--- src/rtl/cdiv_pkg.sv ---
package cdiv_pkg;

   localparam int unsigned CFG_W        = 32;
   localparam int unsigned SRC_N_DEF    = 4;
   localparam int unsigned SEL_LSB_DEF  = 16;
   localparam int unsigned PRE_LSB_DEF  = 8;
   localparam int unsigned PRE_W_DEF    = 5;
   localparam int unsigned POST_LSB_DEF = 4;
   localparam int unsigned POST_W_DEF   = 2;

   // Build a mask of w ones starting at bit lsb.
   function automatic logic [CFG_W-1:0] field_mask(input int unsigned lsb,
                                                   input int unsigned w);
      logic [CFG_W-1:0] m;
      m = '0;
      for (int unsigned i = 0; i < CFG_W; i++) begin
         if (i >= lsb && i < lsb + w) m[i] = 1'b1;
      end
      return m;
   endfunction

endpackage

--- src/rtl/cdiv_cfg_reg.sv ---
module cdiv_cfg_reg
   import cdiv_pkg::*;
#(
   parameter int unsigned SEL_LSB  = SEL_LSB_DEF,
   parameter int unsigned SEL_W    = 2,
   parameter int unsigned PRE_LSB  = PRE_LSB_DEF,
   parameter int unsigned PRE_W    = PRE_W_DEF,
   parameter int unsigned POST_LSB = POST_LSB_DEF,
   parameter int unsigned POST_W   = POST_W_DEF
) (
   input  logic             clk,
   input  logic             rst_n,
   input  logic             wr_all,
   input  logic             wr_div,
   input  logic [CFG_W-1:0] wdata,
   output logic [CFG_W-1:0] word_q,
   output logic [SEL_W-1:0] sel_o,
   output logic [PRE_W-1:0] pre_o,
   output logic [POST_W-1:0] post_o
);

   localparam logic [CFG_W-1:0] SEL_M  = field_mask(SEL_LSB, SEL_W);
   localparam logic [CFG_W-1:0] PRE_M  = field_mask(PRE_LSB, PRE_W);
   localparam logic [CFG_W-1:0] POST_M = field_mask(POST_LSB, POST_W);
   localparam logic [CFG_W-1:0] DIV_M  = PRE_M | POST_M;
   localparam logic [CFG_W-1:0] LIVE_M = SEL_M | DIV_M;

   if ((SEL_M & DIV_M) != '0 || (PRE_M & POST_M) != '0) begin : g_overlap
      $error("cdiv_cfg_reg: control fields overlap");
   end
   if (SEL_LSB + SEL_W > CFG_W || PRE_LSB + PRE_W > CFG_W ||
       POST_LSB + POST_W > CFG_W) begin : g_range
      $error("cdiv_cfg_reg: field beyond word width");
   end

   logic [CFG_W-1:0] word_d;

   always_comb begin
      word_d = word_q;
      if (wr_all)      word_d = wdata & LIVE_M;
      else if (wr_div) word_d = (word_q & ~DIV_M) | (wdata & DIV_M);
   end

   always_ff @(posedge clk or negedge rst_n) begin
      if (!rst_n) word_q <= '0;
      else        word_q <= word_d;
   end

   assign sel_o  = word_q[SEL_LSB  +: SEL_W];
   assign pre_o  = word_q[PRE_LSB  +: PRE_W];
   assign post_o = word_q[POST_LSB +: POST_W];

   // a divider-only write never touches the selector
   p_div_keeps_sel_r7: assert property (@(posedge clk) disable iff (!rst_n)
      (wr_div && !wr_all) |=> $stable(word_q[SEL_LSB +: SEL_W]));

   // a divider-only write never touches bits outside the divide fields
   p_div_keeps_rest_r7: assert property (@(posedge clk) disable iff (!rst_n)
      (wr_div && !wr_all) |=> $stable(word_q & ~DIV_M));

   // bits outside the live fields stay zero
   p_unused_zero_r8: assert property (@(posedge clk) disable iff (!rst_n)
      wr_all |=> ((word_q & ~LIVE_M) == '0));

   // no write means the word holds
   p_hold_r8: assert property (@(posedge clk) disable iff (!rst_n)
      (!wr_all && !wr_div) |=> $stable(word_q));

endmodule

--- src/rtl/cdiv_src_pick.sv ---
module cdiv_src_pick #(
   parameter int unsigned SRC_N = 4,
   parameter int unsigned SEL_W = 2
) (
   input  logic [SRC_N-1:0] ticks,
   input  logic [SEL_W-1:0] sel,
   output logic             picked
);

   if ((1 << SEL_W) < SRC_N) begin : g_bad_sel
      $error("cdiv_src_pick: selector too narrow for source count");
   end

   if ((1 << SEL_W) == SRC_N) begin : g_full
      assign picked = ticks[sel];
   end else begin : g_sparse
      always_comb begin
         picked = 1'b0;
         for (int unsigned i = 0; i < SRC_N; i++) begin
            if (sel == SEL_W'(i)) picked = ticks[i];
         end
      end
   end

endmodule

--- src/rtl/cdiv_stage.sv ---
module cdiv_stage #(
   parameter int unsigned CW = 2
) (
   input  logic          clk,
   input  logic          rst_n,
   input  logic          tick_in,
   input  logic          bypass,
   input  logic [CW-1:0] term,
   output logic          fire
);

   if (CW < 1 || CW > 16) begin : g_bad_cw
      $error("cdiv_stage: code width out of range");
   end

   logic [CW-1:0] cnt_q;
   logic          wrap;

   assign wrap = (cnt_q == term);

   always_ff @(posedge clk or negedge rst_n) begin
      if (!rst_n)                   cnt_q <= '0;
      else if (tick_in && !bypass)  cnt_q <= wrap ? '0 : cnt_q + 1'b1;
   end

   assign fire = tick_in && (bypass || wrap);

   // the count never runs past the terminal value it was loaded with
   p_cnt_in_range_r9: assert property (@(posedge clk) disable iff (!rst_n)
      cnt_q <= term);

   // a bypassed stage keeps its count
   p_bypass_idle_r5: assert property (@(posedge clk) disable iff (!rst_n)
      bypass |=> $stable(cnt_q));

endmodule

--- src/rtl/muxclk_cascade_div.sv ---
module muxclk_cascade_div
   import cdiv_pkg::*;
#(
   parameter int unsigned SRC_N    = SRC_N_DEF,
   parameter int unsigned SEL_LSB  = SEL_LSB_DEF,
   parameter int unsigned PRE_LSB  = PRE_LSB_DEF,
   parameter int unsigned PRE_W    = PRE_W_DEF,
   parameter int unsigned POST_LSB = POST_LSB_DEF,
   parameter int unsigned POST_W   = POST_W_DEF,
   parameter int unsigned PRE_SRC  = SRC_N_DEF - 1
) (
   input  logic             clk,
   input  logic             rst_n,
   input  logic [SRC_N-1:0] src_tick,
   input  logic             cfg_wr,
   input  logic             div_wr,
   input  logic [CFG_W-1:0] cfg_wdata,
   output logic [CFG_W-1:0] cfg_rdata,
   output logic             out_tick
);

   localparam int unsigned SEL_W = (SRC_N > 1) ? $clog2(SRC_N) : 1;

   if (SRC_N < 2 || SRC_N > 16) begin : g_bad_n
      $error("muxclk_cascade_div: source count out of range");
   end
   if (PRE_SRC >= SRC_N) begin : g_bad_pre
      $error("muxclk_cascade_div: pre-divided source does not exist");
   end

   typedef struct packed {
      logic [SEL_W-1:0]  sel;
      logic [PRE_W-1:0]  pre;
      logic [POST_W-1:0] post;
   } cfg_t;

   cfg_t reg_cfg, act_cfg;
   logic sel_tick, pre_fire, post_fire, use_pre;

   cdiv_cfg_reg #(
      .SEL_LSB(SEL_LSB), .SEL_W(SEL_W), .PRE_LSB(PRE_LSB), .PRE_W(PRE_W),
      .POST_LSB(POST_LSB), .POST_W(POST_W)
   ) u_reg (
      .clk(clk), .rst_n(rst_n), .wr_all(cfg_wr), .wr_div(div_wr),
      .wdata(cfg_wdata), .word_q(cfg_rdata),
      .sel_o(reg_cfg.sel), .pre_o(reg_cfg.pre), .post_o(reg_cfg.post)
   );

   // Active settings reload only at an output-period boundary
   always_ff @(posedge clk or negedge rst_n) begin
      if (!rst_n)         act_cfg <= '0;
      else if (post_fire) act_cfg <= reg_cfg;
   end

   cdiv_src_pick #(.SRC_N(SRC_N), .SEL_W(SEL_W)) u_pick (
      .ticks(src_tick), .sel(act_cfg.sel), .picked(sel_tick)
   );

   assign use_pre = (act_cfg.sel == SEL_W'(PRE_SRC));

   cdiv_stage #(.CW(PRE_W)) u_pre (
      .clk(clk), .rst_n(rst_n), .tick_in(sel_tick), .bypass(!use_pre),
      .term(act_cfg.pre), .fire(pre_fire)
   );

   cdiv_stage #(.CW(POST_W)) u_post (
      .clk(clk), .rst_n(rst_n), .tick_in(pre_fire), .bypass(1'b0),
      .term(act_cfg.post), .fire(post_fire)
   );

   always_ff @(posedge clk or negedge rst_n) begin
      if (!rst_n) out_tick <= 1'b0;
      else        out_tick <= post_fire;
   end

   // active settings hold between period boundaries
   p_cfg_hold_r9: assert property (@(posedge clk) disable iff (!rst_n)
      !post_fire |=> $stable(act_cfg));

   // an output tick needs a source tick one cycle earlier
   p_out_needs_tick_r10: assert property (@(posedge clk) disable iff (!rst_n)
      out_tick |-> $past(|src_tick));

   // without any tick on the active source, no output tick follows
   p_no_spurious_r2: assert property (@(posedge clk) disable iff (!rst_n)
      !src_tick[act_cfg.sel] |=> !out_tick);

endmodule

--- config.mk ---
export PLATFORM = sky130hd
export DESIGN_NAME = muxclk_cascade_div
export DESIGN_NICKNAME = d
export VERILOG_FILES = /design/src/rtl/cdiv_pkg.sv /design/src/rtl/cdiv_cfg_reg.sv /design/src/rtl/cdiv_src_pick.sv /design/src/rtl/cdiv_stage.sv /design/src/rtl/muxclk_cascade_div.sv
export SDC_FILE = /design/constraint.sdc
export NUM_CORES = 1
export LEC_CHECK = 0
export ABC_AREA = 1
export BUFFER_PORTS_ARGS = -buffer_cell sky130_fd_sc_hd__buf_4
export CAP_MARGIN = 20
export CORE_ASPECT_RATIO = 1.2
export CORE_MARGIN = 1
export CORE_UTILIZATION = 35
export DETAILED_ROUTE_END_ITERATION = 10
export GPL_TIMING_DRIVEN = 0
export SYNTH_ARGS = -nofsm -noshare
export SYNTH_HDL_FRONTEND = slang
export SYNTH_SLANG_ARGS = --single-unit
--- constraint.sdc ---
create_clock -name clk -period 1.5 [get_ports clk]
set_input_delay 0.15 -clock clk [delete_from_list [all_inputs] [get_ports clk]]
set_output_delay 0.15 -clock clk [all_outputs]
set_load 0.05 [all_outputs]
==> qor.txt <==
Routed vias: 1,088
Critical-path maximum fanout: 10
Die area: 0.00448 mm^2
Initial core utilization: 0.369
Util after Layout: 0.478
Crit-path max cell delay: 0.42 ns
CP delay by family, top: simple AND/OR/NAND/NOR gates
Setup TNS: 0 ns
Post-synthesis sequential element count: 26
GRT Total Usage: 0.119
Row count: 25
DIE WIDTH: 61.3 um
Worst skew pair latency: 0.26 ns
Synth warn: 0
Drt via density: 4.04
Worst-path cell with the longest stage delay: dfrtp_1
DRC viols: 0
Number of antenna violations at the first check in global routing: 0
Crit path buffers/inverters: 2
Detailed Place HPWL: 1750 um
Final Setup Violations: 0
Grt peak-use layer: met2
Tightest Pin Transition: 0.536 ns
Tcrit/Tclk final: 0.905
Status: finished, final reports clean
Die Y-Extent: 73.1 um
Hold Path End: u_reg.word_q[8]$_DFFE_PN0N_
Sequential cell area: 652 um^2
H-Tree Depth: 1
Layout area overhead: 29.6%
Ratio of cells with drive above 1 in the final layout: 0.381
Reg-to-reg endpoint: u_post.cnt_q[1]$_DFFE_PN0P_
GR Util met2: 0.191
CTS Buffer Depth: 2
HP Start: cfg_wdata[8]
Synth Flop Type: dfrtp_1
Setup slack, reg-to-reg: 0.14 ns
Maximum VDD drop: 0.000741 V
Sequential element share of the synthesized area: 0.441
Multi-input gate area: 641 um^2
Most used cell, CP: nand2_1
Startpoint types: register
CTS tree: built
1st-iter DRT viols: 17
Port-buffer cells: 26
CP cell instances: inv_2 > nand2_1 > nand2_1 > nor2_2 > nand3_4 > nand2_4 > buf_12 > nand2_4 > nand2_1 > o21ai_2
Path depth of the worst reg2reg path: 10
Global route overflow: 0
CTS Buf Count: 3
Final nets: 257
Fillcell total: 415
CP arrival: 1.52 ns
Final Slew Violations: 0
Number of synthesized flops with an enable pin: 0
Root Driver: clkbuf_8
Worst hold stages: 2
Global routing usage on met3: 0.0160
Worst-path clk slew: 0.09 ns
Synth Instances: 159
N_diodes: 0
# IOs: 73
RSZ-0062 raised after global routing: false
Avg WL per Cell: 8.52 um
Reg-to-reg startpoint: u_pre.cnt_q[0]$_DFFE_PN0P_
Synth Cell Area: 0.00148 mm^2
Worst EP required: 1.66 ns
Final clock skew: 0.000794 ns
Crit end category: register
First-pass GRT wire length: 4030 um
Slew headroom: 0.642
Syn Area/Cell: 9.29 um^2
Max frequency: 737 MHz
Period minus WS final: 1.36 ns
Hold Crit Class: in2reg
Crit path depth: 10
Unique masters post-synth: 24
Vias in the first global route: 928
Fin. Hold Viols: 0
Drt total wl: 2290 um
Detail Route Antenna Nets: 0
Pwr Density: 1760 mW/mm^2
Sink Count: 26
Largest net degree at the start of global routing: 27
Ys async rst share: 1.00
Placer Congestion: 0.727
Lkg Pwr: 1.03 nW
Met1 usage: 0.158
Max cap viols: 0
Core region area: 0.00400 mm^2
Setup Crit Path Kind: reg2reg
Detailed Routing Iterations Pass 1: 4
==> logic make-up after synthesis <==
group,share of synthesized area
flops,0.441
mux,0.0686
simple gates,0.222
compound gates,0.0407
other cells,0.00254
fa+ha+maj,0.00847
buf+inv,0.181
xor+xnor,0.0356
==> flip-flops by register name, indices dropped and copies added, names as in the netlist <==
signal        flops
act_cfg           9
u_pre.cnt_q       5
u_reg.word_q      9
out_tick          1
u_post.cnt_q      2
==> power by group <==
group	internal, mW	switching, mW
combinational	0.721	1.04
sequential	0.948	0.210
clock	0.234	0.210
total	1.90	1.46
==> per-stage QoR <==
step                setup WS [ns]  hold WS (ns)  area (um^2)  power (mW)  std cells
floorplan                   0.223        -0.146         1560        2.54        181
global placement            0.122        0.0774         1820        2.84        261
detailed placement          0.103        0.0778         1820        2.87        261
CTS                        0.0894         0.103         1890        3.33        266
global route               0.0208        0.0939         1910        3.68        269
finish                      0.143         0.111         1910        3.37        269
==> cell usage in the layout, fill, tap and decap left out, types with 3 or more instances in the layout <==
cell	netlist	layout
xnor2_1	3	3
dfrtp_1	26	25
nand4_1	9	9
inv_1	13	12
clkbuf_8	1	5
xor2_1	3	3
mux2_2	9	9
nand3_1	7	7
inv_2	2	3
buf_4	23	52
o21ai_0	6	6
conb_1	1	23
nand2_1	40	40
==> routing by layer <==
layer | wire (um) | share of wire
met5 | 0 | 0
met4 | 14 | 0.0061
met3 | 131 | 0.057
met2 | 1130 | 0.49
met1 | 1020 | 0.44
==> worst max-delay path by stage <==
| stage | startpoint | to | slack, ns |
|---|---|---|---|
| floorplan | u_pre.cnt_q[2]$_DFFE_PN0P_ | u_post.cnt_q[1]$_DFFE_PN0P_ | 0.22 |
| global placement | u_pre.cnt_q[1]$_DFFE_PN0P_ | u_post.cnt_q[0]$_DFFE_PN0P_ | 0.12 |
| detailed placement | u_pre.cnt_q[2]$_DFFE_PN0P_ | u_post.cnt_q[0]$_DFFE_PN0P_ | 0.10 |
| CTS | u_pre.cnt_q[2]$_DFFE_PN0P_ | u_post.cnt_q[0]$_DFFE_PN0P_ | 0.09 |
| global route | u_pre.cnt_q[0]$_DFFE_PN0P_ | u_post.cnt_q[0]$_DFFE_PN0P_ | 0.02 |
| finish | u_pre.cnt_q[0]$_DFFE_PN0P_ | u_post.cnt_q[1]$_DFFE_PN0P_ | 0.14 |
==> worst reg2reg max path: stages, from the launching register on <==
cell and delay, ns:
dfrtp_1 0.42, inv_2 0.06, nand2_1 0.05, nand2_1 0.06, nor2_2 0.13, nand3_4 0.13
nand2_4 0.11, buf_12 0.13, nand2_4 0.06, nand2_1 0.07, o21ai_2 0.05
==> cell type report <==
class	instances	area share
flip-flops and latches	26	0.341
multi-input cells	114	0.335
repair buffers	30	0.119
plain buffers	26	0.112
well taps	54	0.0353
inverters	15	0.0294
clock buffers	4	0.0288
==> synth_stat cells (all sizes together) (2+ instances only) <==
cell    n  share of area
inv    15          0.038
nand3   9          0.047
nand2  42           0.12
xor2    3          0.018
buf    25           0.13
nor2    3          0.011
dfrtp  26           0.44
o21ai   8          0.032
or2     2         0.0085
nand4   9          0.038
xnor2   3          0.018
mux2    9          0.069
==> repair_timing <==
| item | CTS | global route |
|---|---|---|
| endpoints found under the setup margin | 0 | 15 |
| endpoints found under the hold margin | 26 | 0 |
| gates resized for setup | 0 | 3 |
| buffers inserted | 0 | 3 |
| hold buffers | 1 | 0 |
(Power assumes the default switching activity.)
